## src/rtl/cdalarm_pkg.sv

```systemverilog
package cdalarm_pkg;
  localparam int unsigned OFS_W = 8;
  localparam logic [OFS_W-1:0] OFS_COUNT = 8'h20;
  localparam logic [OFS_W-1:0] OFS_STAT  = 8'h30;

  localparam int unsigned N_CTRL = 3;
  typedef enum int unsigned {
    CTRL_RUN  = 0,
    CTRL_IRQ  = 1,
    CTRL_WAKE = 2
  } ctrl_idx_e;
  localparam logic [OFS_W-1:0] CTRL_OFS [N_CTRL] = '{8'h28, 8'h2C, 8'h50};
endpackage

```

## src/rtl/cdalarm_counter.sv

```systemverilog
module cdalarm_counter #(
  parameter int unsigned CNT_W = 32
) (
  input  logic             clk,
  input  logic             rst,
  input  logic             tick,
  input  logic             run_i,
  input  logic             load_i,
  input  logic [CNT_W-1:0] load_val_i,
  output logic [CNT_W-1:0] cnt_o,
  output logic             fire_o
);
  localparam logic [CNT_W-1:0] ONE = CNT_W'(1);

  logic [CNT_W-1:0] cnt_q;
  logic             step;

  assign step   = run_i && tick && !load_i && (cnt_q != '0);
  assign fire_o = step && (cnt_q == ONE);
  assign cnt_o  = cnt_q;

  always_ff @(posedge clk) begin
    if (rst) begin
      cnt_q <= '0;
    end else if (load_i) begin
      cnt_q <= load_val_i;
    end else if (step) begin
      cnt_q <= cnt_q - ONE;
    end
  end
endmodule

```

## src/rtl/cdalarm_regs.sv

```systemverilog
module cdalarm_regs
  import cdalarm_pkg::*;
#(
  parameter int unsigned ADDR_W = 8,
  parameter int unsigned DATA_W = 32,
  parameter int unsigned CNT_W  = 32
) (
  input  logic              clk,
  input  logic              rst,
  input  logic              bus_sel,
  input  logic              bus_wr,
  input  logic [ADDR_W-1:0] bus_addr,
  input  logic [DATA_W-1:0] bus_wdata,
  input  logic [CNT_W-1:0]  cnt_i,
  input  logic              fire_i,
  output logic              load_o,
  output logic [CNT_W-1:0]  load_val_o,
  output logic [N_CTRL-1:0] ctrl_o,
  output logic              pend_o,
  output logic              irq_o,
  output logic              wake_o,
  output logic [DATA_W-1:0] bus_rdata
);
  logic              wr_en, rd_en, clr;
  logic [N_CTRL-1:0] ctrl_d, ctrl_q;
  logic              pend_d, pend_q;
  logic              irq_q, wake_q;
  logic [DATA_W-1:0] rd_mux, rdata_q;

  assign wr_en      = bus_sel && bus_wr;
  assign rd_en      = bus_sel && !bus_wr;
  assign load_o     = wr_en && (bus_addr == ADDR_W'(OFS_COUNT));
  assign load_val_o = bus_wdata[CNT_W-1:0];
  assign clr        = wr_en && (bus_addr == ADDR_W'(OFS_STAT)) && bus_wdata[0];

  for (genvar gi = 0; gi < N_CTRL; gi++) begin : g_ctrl
    assign ctrl_d[gi] = (wr_en && (bus_addr == ADDR_W'(CTRL_OFS[gi])))
                        ? bus_wdata[0] : ctrl_q[gi];
  end

  // a new event outranks a clear in the same cycle
  assign pend_d = fire_i ? 1'b1 : (clr ? 1'b0 : pend_q);

  always_comb begin
    rd_mux = '0;
    if (bus_addr == ADDR_W'(OFS_COUNT)) rd_mux = DATA_W'(cnt_i);
    if (bus_addr == ADDR_W'(OFS_STAT))  rd_mux = DATA_W'(pend_q);
    for (int i = 0; i < N_CTRL; i++) begin
      if (bus_addr == ADDR_W'(CTRL_OFS[i])) rd_mux = DATA_W'(ctrl_q[i]);
    end
  end

  always_ff @(posedge clk) begin
    if (rst) begin
      ctrl_q  <= '0;
      pend_q  <= 1'b0;
      irq_q   <= 1'b0;
      wake_q  <= 1'b0;
      rdata_q <= '0;
    end else begin
      ctrl_q  <= ctrl_d;
      pend_q  <= pend_d;
      irq_q   <= pend_d && ctrl_d[CTRL_IRQ];
      wake_q  <= pend_d && ctrl_d[CTRL_WAKE];
      rdata_q <= rd_en ? rd_mux : '0;
    end
  end

  assign ctrl_o    = ctrl_q;
  assign pend_o    = pend_q;
  assign irq_o     = irq_q;
  assign wake_o    = wake_q;
  assign bus_rdata = rdata_q;
endmodule

```

## src/rtl/cdalarm_top.sv

```systemverilog
module cdalarm_top
  import cdalarm_pkg::*;
#(
  parameter int unsigned ADDR_W = 8,
  parameter int unsigned DATA_W = 32,
  parameter int unsigned CNT_W  = 32
) (
  input  logic              clk,
  input  logic              rst,
  input  logic              tick,
  input  logic              bus_sel,
  input  logic              bus_wr,
  input  logic [ADDR_W-1:0] bus_addr,
  input  logic [DATA_W-1:0] bus_wdata,
  output logic [DATA_W-1:0] bus_rdata,
  output logic              irq_o,
  output logic              wake_o
);
  logic              load_w, fire_w, pend_w;
  logic [CNT_W-1:0]  load_val_w, cnt_w;
  logic [N_CTRL-1:0] ctrl_w;

  cdalarm_regs #(.ADDR_W(ADDR_W), .DATA_W(DATA_W), .CNT_W(CNT_W)) regs_i (
    .clk(clk), .rst(rst), .bus_sel(bus_sel), .bus_wr(bus_wr),
    .bus_addr(bus_addr), .bus_wdata(bus_wdata), .cnt_i(cnt_w),
    .fire_i(fire_w), .load_o(load_w), .load_val_o(load_val_w),
    .ctrl_o(ctrl_w), .pend_o(pend_w), .irq_o(irq_o), .wake_o(wake_o),
    .bus_rdata(bus_rdata)
  );

  cdalarm_counter #(.CNT_W(CNT_W)) cnt_i (
    .clk(clk), .rst(rst), .tick(tick), .run_i(ctrl_w[CTRL_RUN]),
    .load_i(load_w), .load_val_i(load_val_w), .cnt_o(cnt_w),
    .fire_o(fire_w)
  );
endmodule

```

## config.mk

```make
export PLATFORM = sky130hd
export DESIGN_NAME = cdalarm_top
export DESIGN_NICKNAME = d
export VERILOG_FILES = /design/src/rtl/cdalarm_pkg.sv /design/src/rtl/cdalarm_counter.sv /design/src/rtl/cdalarm_regs.sv /design/src/rtl/cdalarm_top.sv
export SDC_FILE = /design/constraint.sdc
export NUM_CORES = 1
export LEC_CHECK = 0
export ABC_CLOCK_PERIOD_IN_PS = 4900
export BUFFER_PORTS_ARGS = -buffer_cell sky130_fd_sc_hd__buf_2
export CAP_MARGIN = 20
export CORE_MARGIN = 2
export CORE_UTILIZATION = 50
export CTS_BUF_LIST = sky130_fd_sc_hd__clkbuf_16
export DETAILED_ROUTE_END_ITERATION = 8
export GPL_TIMING_DRIVEN = 0
export HOLD_SLACK_MARGIN = 0.06
export PLACE_DENSITY = 0.82
export SYNTH_ARGS = -nofsm -noshare
export SYNTH_HDL_FRONTEND = slang
export SYNTH_SLANG_ARGS = --single-unit
```

## constraint.sdc

```tcl
create_clock -name clk -period 4.9 [get_ports clk]
set_input_delay 0.98 -clock clk [delete_from_list [all_inputs] [get_ports clk]]
set_output_delay 0.98 -clock clk [all_outputs]
set_load 0.1 [all_outputs]
```

# --- Word level (Yosys, flattened, before mapping) ---
# Index checks and enable logic that the tools add are counted.
totals:
  regBits: 70
  in_bits: 45
  out_inout_bits: 34
  elab_cells: 48
op_classes:
  addsub: 1
  n_eq_ne: 6
  muxes: 11
  n_bitwise: 2
  reduce_logical: 20
op_table:
  columns: ["operator", "n"]
  rows:
  - ["32-bit 2-to-1 mux", 2]
  - ["32-bit by 1-bit equality test with 1-bit output, second input constant", 1]
  - ["8-bit by 6-bit equality test with 1-bit output, second input constant", 4]
  - ["32-bit nonzero test", 1]
  - ["32-bit by 1-bit subtractor with 32-bit output, second input constant", 1]
  - ["1-bit logical AND", 14]
  - ["1-bit 2-to-1 mux", 9]
  - ["8-bit by 7-bit equality test with 1-bit output, second input constant", 1]
  - ["7-bit OR reduction", 1]
  - ["1-bit logical NOT", 2]
  - ["1-bit inverter", 2]
  - ["2-bit nonzero test", 1]
  - ["2-bit OR reduction", 1]

# --- Logic depth before layout (Yosys ltp) ---
# Gate-level depths: netlist (run 1).
depth:
  depth_word: 8
  depth_mapped: 8
  mapped_depth_nobuf: 7

# --- By module ---
# A second synthesis (run 1) with hierarchy kept.
unflattened:
  cells_unflattened: 399
  hier_area_um2: 3624.7
by_module_without_submodules:
  columns: ["module", "instances", "cells_each", "area_each_um2", "seq_area_each_um2"]
  rows:
  - ["cdalarm_counter", 1, 265, 2157.1, 640.6]
  - ["cdalarm_regs", 1, 134, 1467.7, 760.7]

# --- Worst setup path before layout (run 1) ---
# No wires, ideal clock.
synth_path:
  kind: "input-to-reg"
  from: "input bus_addr[1]"
  to: "register cnt_i.cnt_q[29], in the netlist cnt_i.cnt_o[29]"
  setup_ns: 0.117
  t_arrival_ns: 2.734
  required_time_ns: 4.783
  slack_ns: 2.048
  path_stages: 6
  path_buffers: 2
  cell_sequence: "or4_1 > or4_1 > buf_6 > clkbuf_1 > a41oi_1 > nand2_1"
synth_between:
  elab_chain_cells: 6
  word_cells_on_any_way: 7
  classes_between: "eq/ne: 1; mux: 1; reduce/logical: 5"
synth_rtl:
  columns: ["item", "line", "text"]
  rows:
  - ["from (decl)", "cdalarm_top.sv:13", "input logic [ADDR_W-1:0] bus_addr,"]
  - ["8-bit by 6-bit equality test with 1-bit output (*)", "cdalarm_regs.sv:32", "assign load_o = wr_en && (bus_addr == ADDR_W'(OFS_COUNT));"]
  - ["1-bit logical AND (*)", "cdalarm_regs.sv:32", null]
  - ["1-bit logical NOT", "cdalarm_counter.sv:18", "assign step = run_i && tick && !load_i && (cnt_q != '0);"]
  - ["1-bit logical AND (2 in series)", "cdalarm_counter.sv:18", null]
  - ["2-bit nonzero test (no line)", null, null]
  - ["to (signal assigned)", "cdalarm_counter.sv:26", "cnt_q <= load_val_i;"]
  - ["to (signal assigned)", "cdalarm_counter.sv:28", "cnt_q <= cnt_q - ONE;"]
  - ["to (decl)", "cdalarm_counter.sv:15", "logic [CNT_W-1:0] cnt_q;"]
# Every way passes the cells marked *; elsewhere a longest branch is shown, timed or not.
# A chain may end at the register's enable or synchronous reset.

# --- Worst setup path in the final report (run 1) ---
layout_path:
  from: "input bus_addr[1]"
  to: "register cnt_i.cnt_q[30], in the netlist cnt_i.cnt_o[30]"
# The elaborated chain is that of the path after synthesis.

==> results of run 1 <==
[worst max-delay path, cell delays in order]
cell and delay [ns]:
buf_2 0.10, or4_1 0.61, nor4_2 0.87, clkbuf_1 0.47, nor2_1 0.11, a21oi_1 0.14, o22ai_1 0.09
[report_power, final]
group,switching (mW),total [mW],internal (mW)
clock network,0.236,0.674,0.438
logic,0.0256,0.0453,0.0197
registers,0.000471,0.570,0.570
total,0.262,1.29,1.03
[state kept, by name, indices dropped and copies added, names as in the netlist]
signal	flops
regs_i.wake_o	1
regs_i.irq_o	1
regs_i.ctrl_o	3
cnt_i.cnt_o	32
regs_i.pend_o	1
regs_i.bus_rdata	32
[per-stage QoR]
stage / utilization, % / power (mW) / setup slack [ns] / hold slack, ns / instances
after CTS: 64.31 / 1.290 / 1.810 / 0.4993 / 535
after floorplan: - / 0.6001 / 2.048 / 0.4533 / 365
after global placement: 59.54 / 0.6256 / 1.517 / 0.4776 / 519
final: 64.31 / 1.290 / 1.718 / 0.4966 / 535
after global routing: 64.31 / 1.316 / 1.659 / 0.5169 / 535
after detailed placement: 59.54 / 0.6264 / 1.471 / 0.4898 / 519
[Yosys cell counts, types with 3 or more instances]
library cell and instances:
a21oi_1 6, nor4_4 3, nand3_1 7, and3_1 4, or3_1 8, nor2_1 44
a211oi_1 10, buf_2 5, nor3_1 7, a31oi_1 5, o22ai_1 3, nor4_1 12
o31ai_1 3, inv_1 7, nand4b_1 6, nand4_1 9, mux2i_1 9, o21ai_0 8
or4_1 6, clkbuf_1 11, buf_6 5, xnor2_1 6, nand2_1 18, o31a_1 3
dfxtp_1 70, and2_1 31, a311oi_1 11
[cell type report]
type / instances / area, um2
Sequential cell: 70 / 1401
Clock buffer: 9 / 225.2
Fill cell: 555 / 2292
Clock inverter: 7 / 81.33
Buffer: 23 / 135.1
Tap cell: 77 / 96.34
Multi-Input combinational cell: 265 / 1779
Inverter: 7 / 26.28
Timing Repair Buffer: 77 / 385.4
[kinds of logic (layout without fill, tap and decap cells)]
logic type,Yosys count,in the layout,share of synthesized area (%)
AOI/OAI and AO/OA,70,70,15.91
xor gates and xnor gates,7,7,1.835
adders and majority gates,2,2,0.7487
buffers and inverters,30,123,4.830
DFF,70,70,41.93
muxes,9,9,2.696
and+or+nand+nor,177,177,32.05
[worst max path at each step]
stage,endpoint,slack [ns],depth (start not counted)
6_report,cnt_i.cnt_o[30],1.72,7
5_1_grt,cnt_i.cnt_o[6],1.66,6
4_1_cts,cnt_i.cnt_o[30],1.81,7
3_5_place_dp,cnt_i.cnt_o[30],1.47,7
3_3_place_gp,cnt_i.cnt_o[30],1.52,7
2_1_floorplan,cnt_i.cnt_o[29],2.05,6
[layer usage]
layer	vias to the layer above	track usage, %	routed length, um
li1	1543	-	-
met1	1516	31.83	3955
met2	175	41.34	4310
met3	34	5.486	728
met4	0	11.83	263
met5	-	0	0
==> run summary, run 1 <==
status: finished, violations left
failing checks: DRC
clk sinks: 70
Seq/Total Area, Yosys: 41.93%
fmax: 0.3143 GHz
Pre-antenna DRT Iters: 9
Post-DP Area: 3824 um2
Slew Limit Fails: 0
reg-to-reg startpoint: cnt_i.cnt_o[0]
Initial Utilization: 52.04%
first-pass GRT wire length: 14,520 um
Post-DP HPWL: 6590 um
cell accounting for the most synthesized area: dfxtp_1
total number of vias: 3,268
Avg Vias per Cell: 6.108
CP arrival: 3.38 ns
DRC viols: 6
Die ar.: 7354 um2
Core ar.: 6422 um2
post-CTS setup buffer count: 0
Hold Crit Depth: 1
Hold Path End: regs_i.bus_rdata[22]
Mean Syn Cell Area: 9.156 um2
R2R depth: 8
most frequent cells in the layout: buf_2, dfxtp_1, nor2_1
Distinct cells, synth: 65
htree depth: 3
async set-reset flop share out of synthesis: 0%
hold buffer count at CTS: 0
Worst Hold Launch: cnt_i.cnt_o[22]
CTS tree: built
worst reg2reg endpoint: cnt_i.cnt_o[27]
Die X: 85.76 um
Final TNS setup: 0 ns
fin crit share: 64.94%
global-route usage over all layers: 25.28%
diodes inserted: 0
ANT nets after route: 0
Worst Tran Pin Value: 0.9658 ns
Post-Syn Instances: 365
Post-synth EDFFs: 0
Req. time, crit path: 5.10 ns
I/O Buffers: 77
initial antenna violation count: 0
CTS Root Cell: clkbuf_16
Wirelength per Cell: 17.30 um
io pins: 79
R2R setup slack: 2.28 ns
final-stage net count: 500
grt ovf: 0
Hold Path Class: flip-flop to flip-flop
GPL Wtd Cong: 0.9371
clock skew: 0.007284 ns
WS Path Type: input port to flip-flop
Hold Violations, Final: 0
routed wire length: 9257 um
commonest non-fill, non-tap cell in the layout: buf_2
Warnings, synthesis: 0
clk_lat worst skew: 0.33 ns
share of the synthesized area in the top cell type: 41.93%
unrepaired setup endpoints after global routing: no
Die H: 85.76 um
total CTS buffers: 9
critical path fanouts, max: 10
#FFs+latches synth: 70
Area Overhead vs Synth: 23.59%
CP startpoint: bus_addr[1]
Syn Nets: 412
peak supply drop: 0.0002352 V
slew margin rel.: 35.07%
clock slew seen by the registers of the worst setup and hold paths: 0.05 ns
buffer depth of the longest clock path: 2
Mapped Area: 3342 um2
Main synth FF type: dfxtp_1
PwrDens: 312.2 nW/um2
row count: 29
PostCTS Resize Cnt: 0
crit path launch type: input port
Pleak: 1.761 nW
fraction of layout instances using a drive strength above 1: 25.55%
largest cells by area after synthesis: dfxtp_1, and2_1, nor2_1, a311oi_1, mux2i_1
reported max-cap violation count: 0
final setup violation count: 0
Design Area, Final: 4130 um2
largest net degree at the start of global routing: 12
min cycle time layout: 3.182 ns
vias in the first global route: 3,025
CP Capture Type: flip-flop
1st-iter DRT viols: 263
(Power assumes the default switching activity.)
==> inputs of run 2 (changes only) <==
--- a/config.mk
+++ b/config.mk
@@ -5,11 +5,11 @@
 export SDC_FILE = /design/constraint.sdc
 export NUM_CORES = 1
 export LEC_CHECK = 0
-export ABC_CLOCK_PERIOD_IN_PS = 4900
+export ABC_CLOCK_PERIOD_IN_PS = 2600
 export BUFFER_PORTS_ARGS = -buffer_cell sky130_fd_sc_hd__buf_2
 export CAP_MARGIN = 20
 export CORE_MARGIN = 2
-export CORE_UTILIZATION = 50
+export CORE_UTILIZATION = 48
 export CTS_BUF_LIST = sky130_fd_sc_hd__clkbuf_16
 export DETAILED_ROUTE_END_ITERATION = 8
 export GPL_TIMING_DRIVEN = 0
==> constraint.sdc (replaced) <==
create_clock -name clk -period 2.6 [get_ports clk]
set_input_delay 0.52 -clock clk [delete_from_list [all_inputs] [get_ports clk]]
set_output_delay 0.52 -clock clk [all_outputs]
set_load 0.1 [all_outputs]
==> run summary, run 2 (synthesis gave the netlist of run 1 again) <==
1st-iter DRT viols: 232 (-12%)
Area Overhead vs Synth: 25.31%
total CTS buffers: 9 (unchanged)
grt ovf: 0 (unchanged)
Pre-antenna DRT Iters: 5 (-4)
total number of vias: 3,248 (-0.61%)
initial antenna violation count: 0 (unchanged)
most frequent cells in the layout: buf_2, dfxtp_1, nor2_1
DRC viols: 0 (-6)
vias in the first global route: 2,997 (-0.93%)
Die X: 87.44 um (+2.0%)
PwrDens: 555.6 nW/um2 (+78%)
met2 WL: 4468 um (+3.7%)
Hold Violations, Final: 0 (unchanged)
io pins: 79 (unchanged)
fin crit share: 93.96%
fmax: 0.4093 GHz
Pleak: 1.790 nW (+1.6%)
final setup violation count: 0 (unchanged)
status: finished, final reports clean
diodes inserted: 0 (unchanged)
Design Area, Final: 4188 um2 (+1.4%)
slew margin rel.: 58.01% (+23 points)
CP Capture Type: flip-flop
Final TNS setup: 0 ns (unchanged)
largest net degree at the start of global routing: 12 (unchanged)
CTS Root Cell: clkbuf_16
Hold Path End: regs_i.ctrl_o[2]
row count: 30 (+3.4%)
Slew Limit Fails: 0 (unchanged)
routed wire length: 9344 um (+0.94%)
GPL Wtd Cong: 0.9132 (-2.6%)
Die ar.: 7646 um2 (+4.0%)
reported max-cap violation count: 0 (unchanged)
clock slew seen by the registers of the worst setup and hold paths: 0.06 ns (about the same)
fraction of layout instances using a drive strength above 1: 27.33% (+1.8 points)
Worst Tran Pin Value: 0.6298 ns (-0.3360 ns)
fin util: 61.98% (-2.3 points)
worst reg2reg endpoint: cnt_i.cnt_o[27]
first-pass GRT wire length: 14,840 um (+2.2%)
buffer depth of the longest clock path: 2 (unchanged)
min cycle time layout: 2.443 ns
crit path launch type: input port
reg-to-reg startpoint: cnt_i.cnt_o[0]
Hold Crit Depth: 2 (+1)
Die H: 87.44 um (+2.0%)
Post-DP HPWL: 6567 um (-0.36%)
clk sinks: 70 (unchanged)
R2R depth: 8 (unchanged)
CP arrival: 2.63 ns (-0.75 ns)
Post-DP Area: 3827 um2 (about the same)
Worst Hold Launch: rst
ANT nets after route: 0 (unchanged)
critical path fanouts, max: 10 (unchanged)
peak supply drop: 0.0003500 V (+49%)
Core ar.: 6756 um2 (+5.2%)
Hold Path Class: input port to flip-flop
clk_lat worst skew: 0.33 ns (about the same)
clock skew: 0.006243 ns (-0.001041 ns)
CTS tree: built
R2R setup slack: 0.20 ns (-2.08 ns)
htree depth: 3 (unchanged)
Req. time, crit path: 2.79 ns (-2.31 ns)
highest metal used: met4
Setup Slack @ Placement: -0.3560 ns (-1.827 ns)
commonest non-fill, non-tap cell in the layout: buf_2
wl on met1: 3996 um (+1.0%)
Wirelength per Cell: 17.27 um (-0.18%)
global-route usage over all layers: 25.52% (+0.24 points)
Pwr Total: 2.327 mW (+80%)
unrepaired setup endpoints after global routing: no
Met3 Wirelength: 650 um (-11%)
setup slack after layout: 0.1569 ns (-1.561 ns)
Avg Vias per Cell: 6.004 (-1.7%)
CP startpoint: bus_addr[1]
Initial Utilization: 49.46% (-2.6 points)
WS Path Type: input port to flip-flop
I/O Buffers: 77 (unchanged)
final-stage net count: 503 (+0.60%)
## run 2: changes by cell type in the layout (fill, tap and decap cells not counted)
cell | before | now
a2111oi_2 | 1 | 0
a2111oi_4 | 0 | 1
buf_4 | 0 | 4
bufinv_16 | 2 | 1
clkbuf_1 | 11 | 10
clkinv_1 | 1 | 0
clkinv_2 | 2 | 4
nor3_2 | 1 | 0
nor3_4 | 0 | 1
nor3b_1 | 2 | 1
nor3b_2 | 0 | 1
nor4_1 | 12 | 9
nor4_2 | 2 | 4
nor4_4 | 3 | 4
## run 2: how the worst max path moves through the flow
stage and to:
2_1_floorplan cnt_i.cnt_o[29], 3_3_place_gp cnt_i.cnt_o[30], 3_5_place_dp cnt_i.cnt_o[30], 4_1_cts cnt_i.cnt_o[13], 5_1_grt cnt_i.cnt_o[30], 6_report cnt_i.cnt_o[30]
## run 2: metal layers
metal	up-vias	global-route usage (%)
met1	1526	33.61
li1	1550	-
met5	-	0
met3	20	5.403
met4	0	11.75
met2	152	39.94
## run 2: final cells by class
type | count | area (um2)
multi-input cells | 265 | 1831
repair buffers | 81 | 415.4
flip-flops and latches | 70 | 1401
clock inverters | 7 | 57.56
inverters | 7 | 26.28
fillers | 618 | 2569
well taps | 80 | 100.1
plain buffers | 22 | 131.4
clock buffers | 9 | 225.2
## run 2: where the power goes
| part | switching (mW) | internal, mW | total (mW) |
|---|---|---|---|
| clock | 0.436 | 0.727 | 1.16 |
| sequential | 0.000920 | 1.07 | 1.07 |
| combinational | 0.0506 | 0.0382 | 0.0887 |
| total | 0.487 | 1.84 | 2.33 |
## run 2: repair_timing
action,4_1_cts,5_1_grt
setup endpoints to repair,5,38
setup buffers,0,4
gates resized for setup,4,3
pin swaps,0,1
hold buffers,0,0
gates cloned,0,0
## run 2: critical path, cell delays in order
cell	delay (ns)
buf_2	0.10
or4_1	0.64
nor4_4	0.59
clkbuf_1	0.46
nor2_1	0.10
a21oi_1	0.13
o22ai_1	0.09
## run 2: stage by stage
step | std cells | hold slack (ns)
detailed placement | 522 | 0.4828
global placement | 522 | 0.4751
floorplan | 365 | 0.4533
global route | 541 | 0.4130
finish | 541 | 0.3979
CTS | 538 | 0.3945
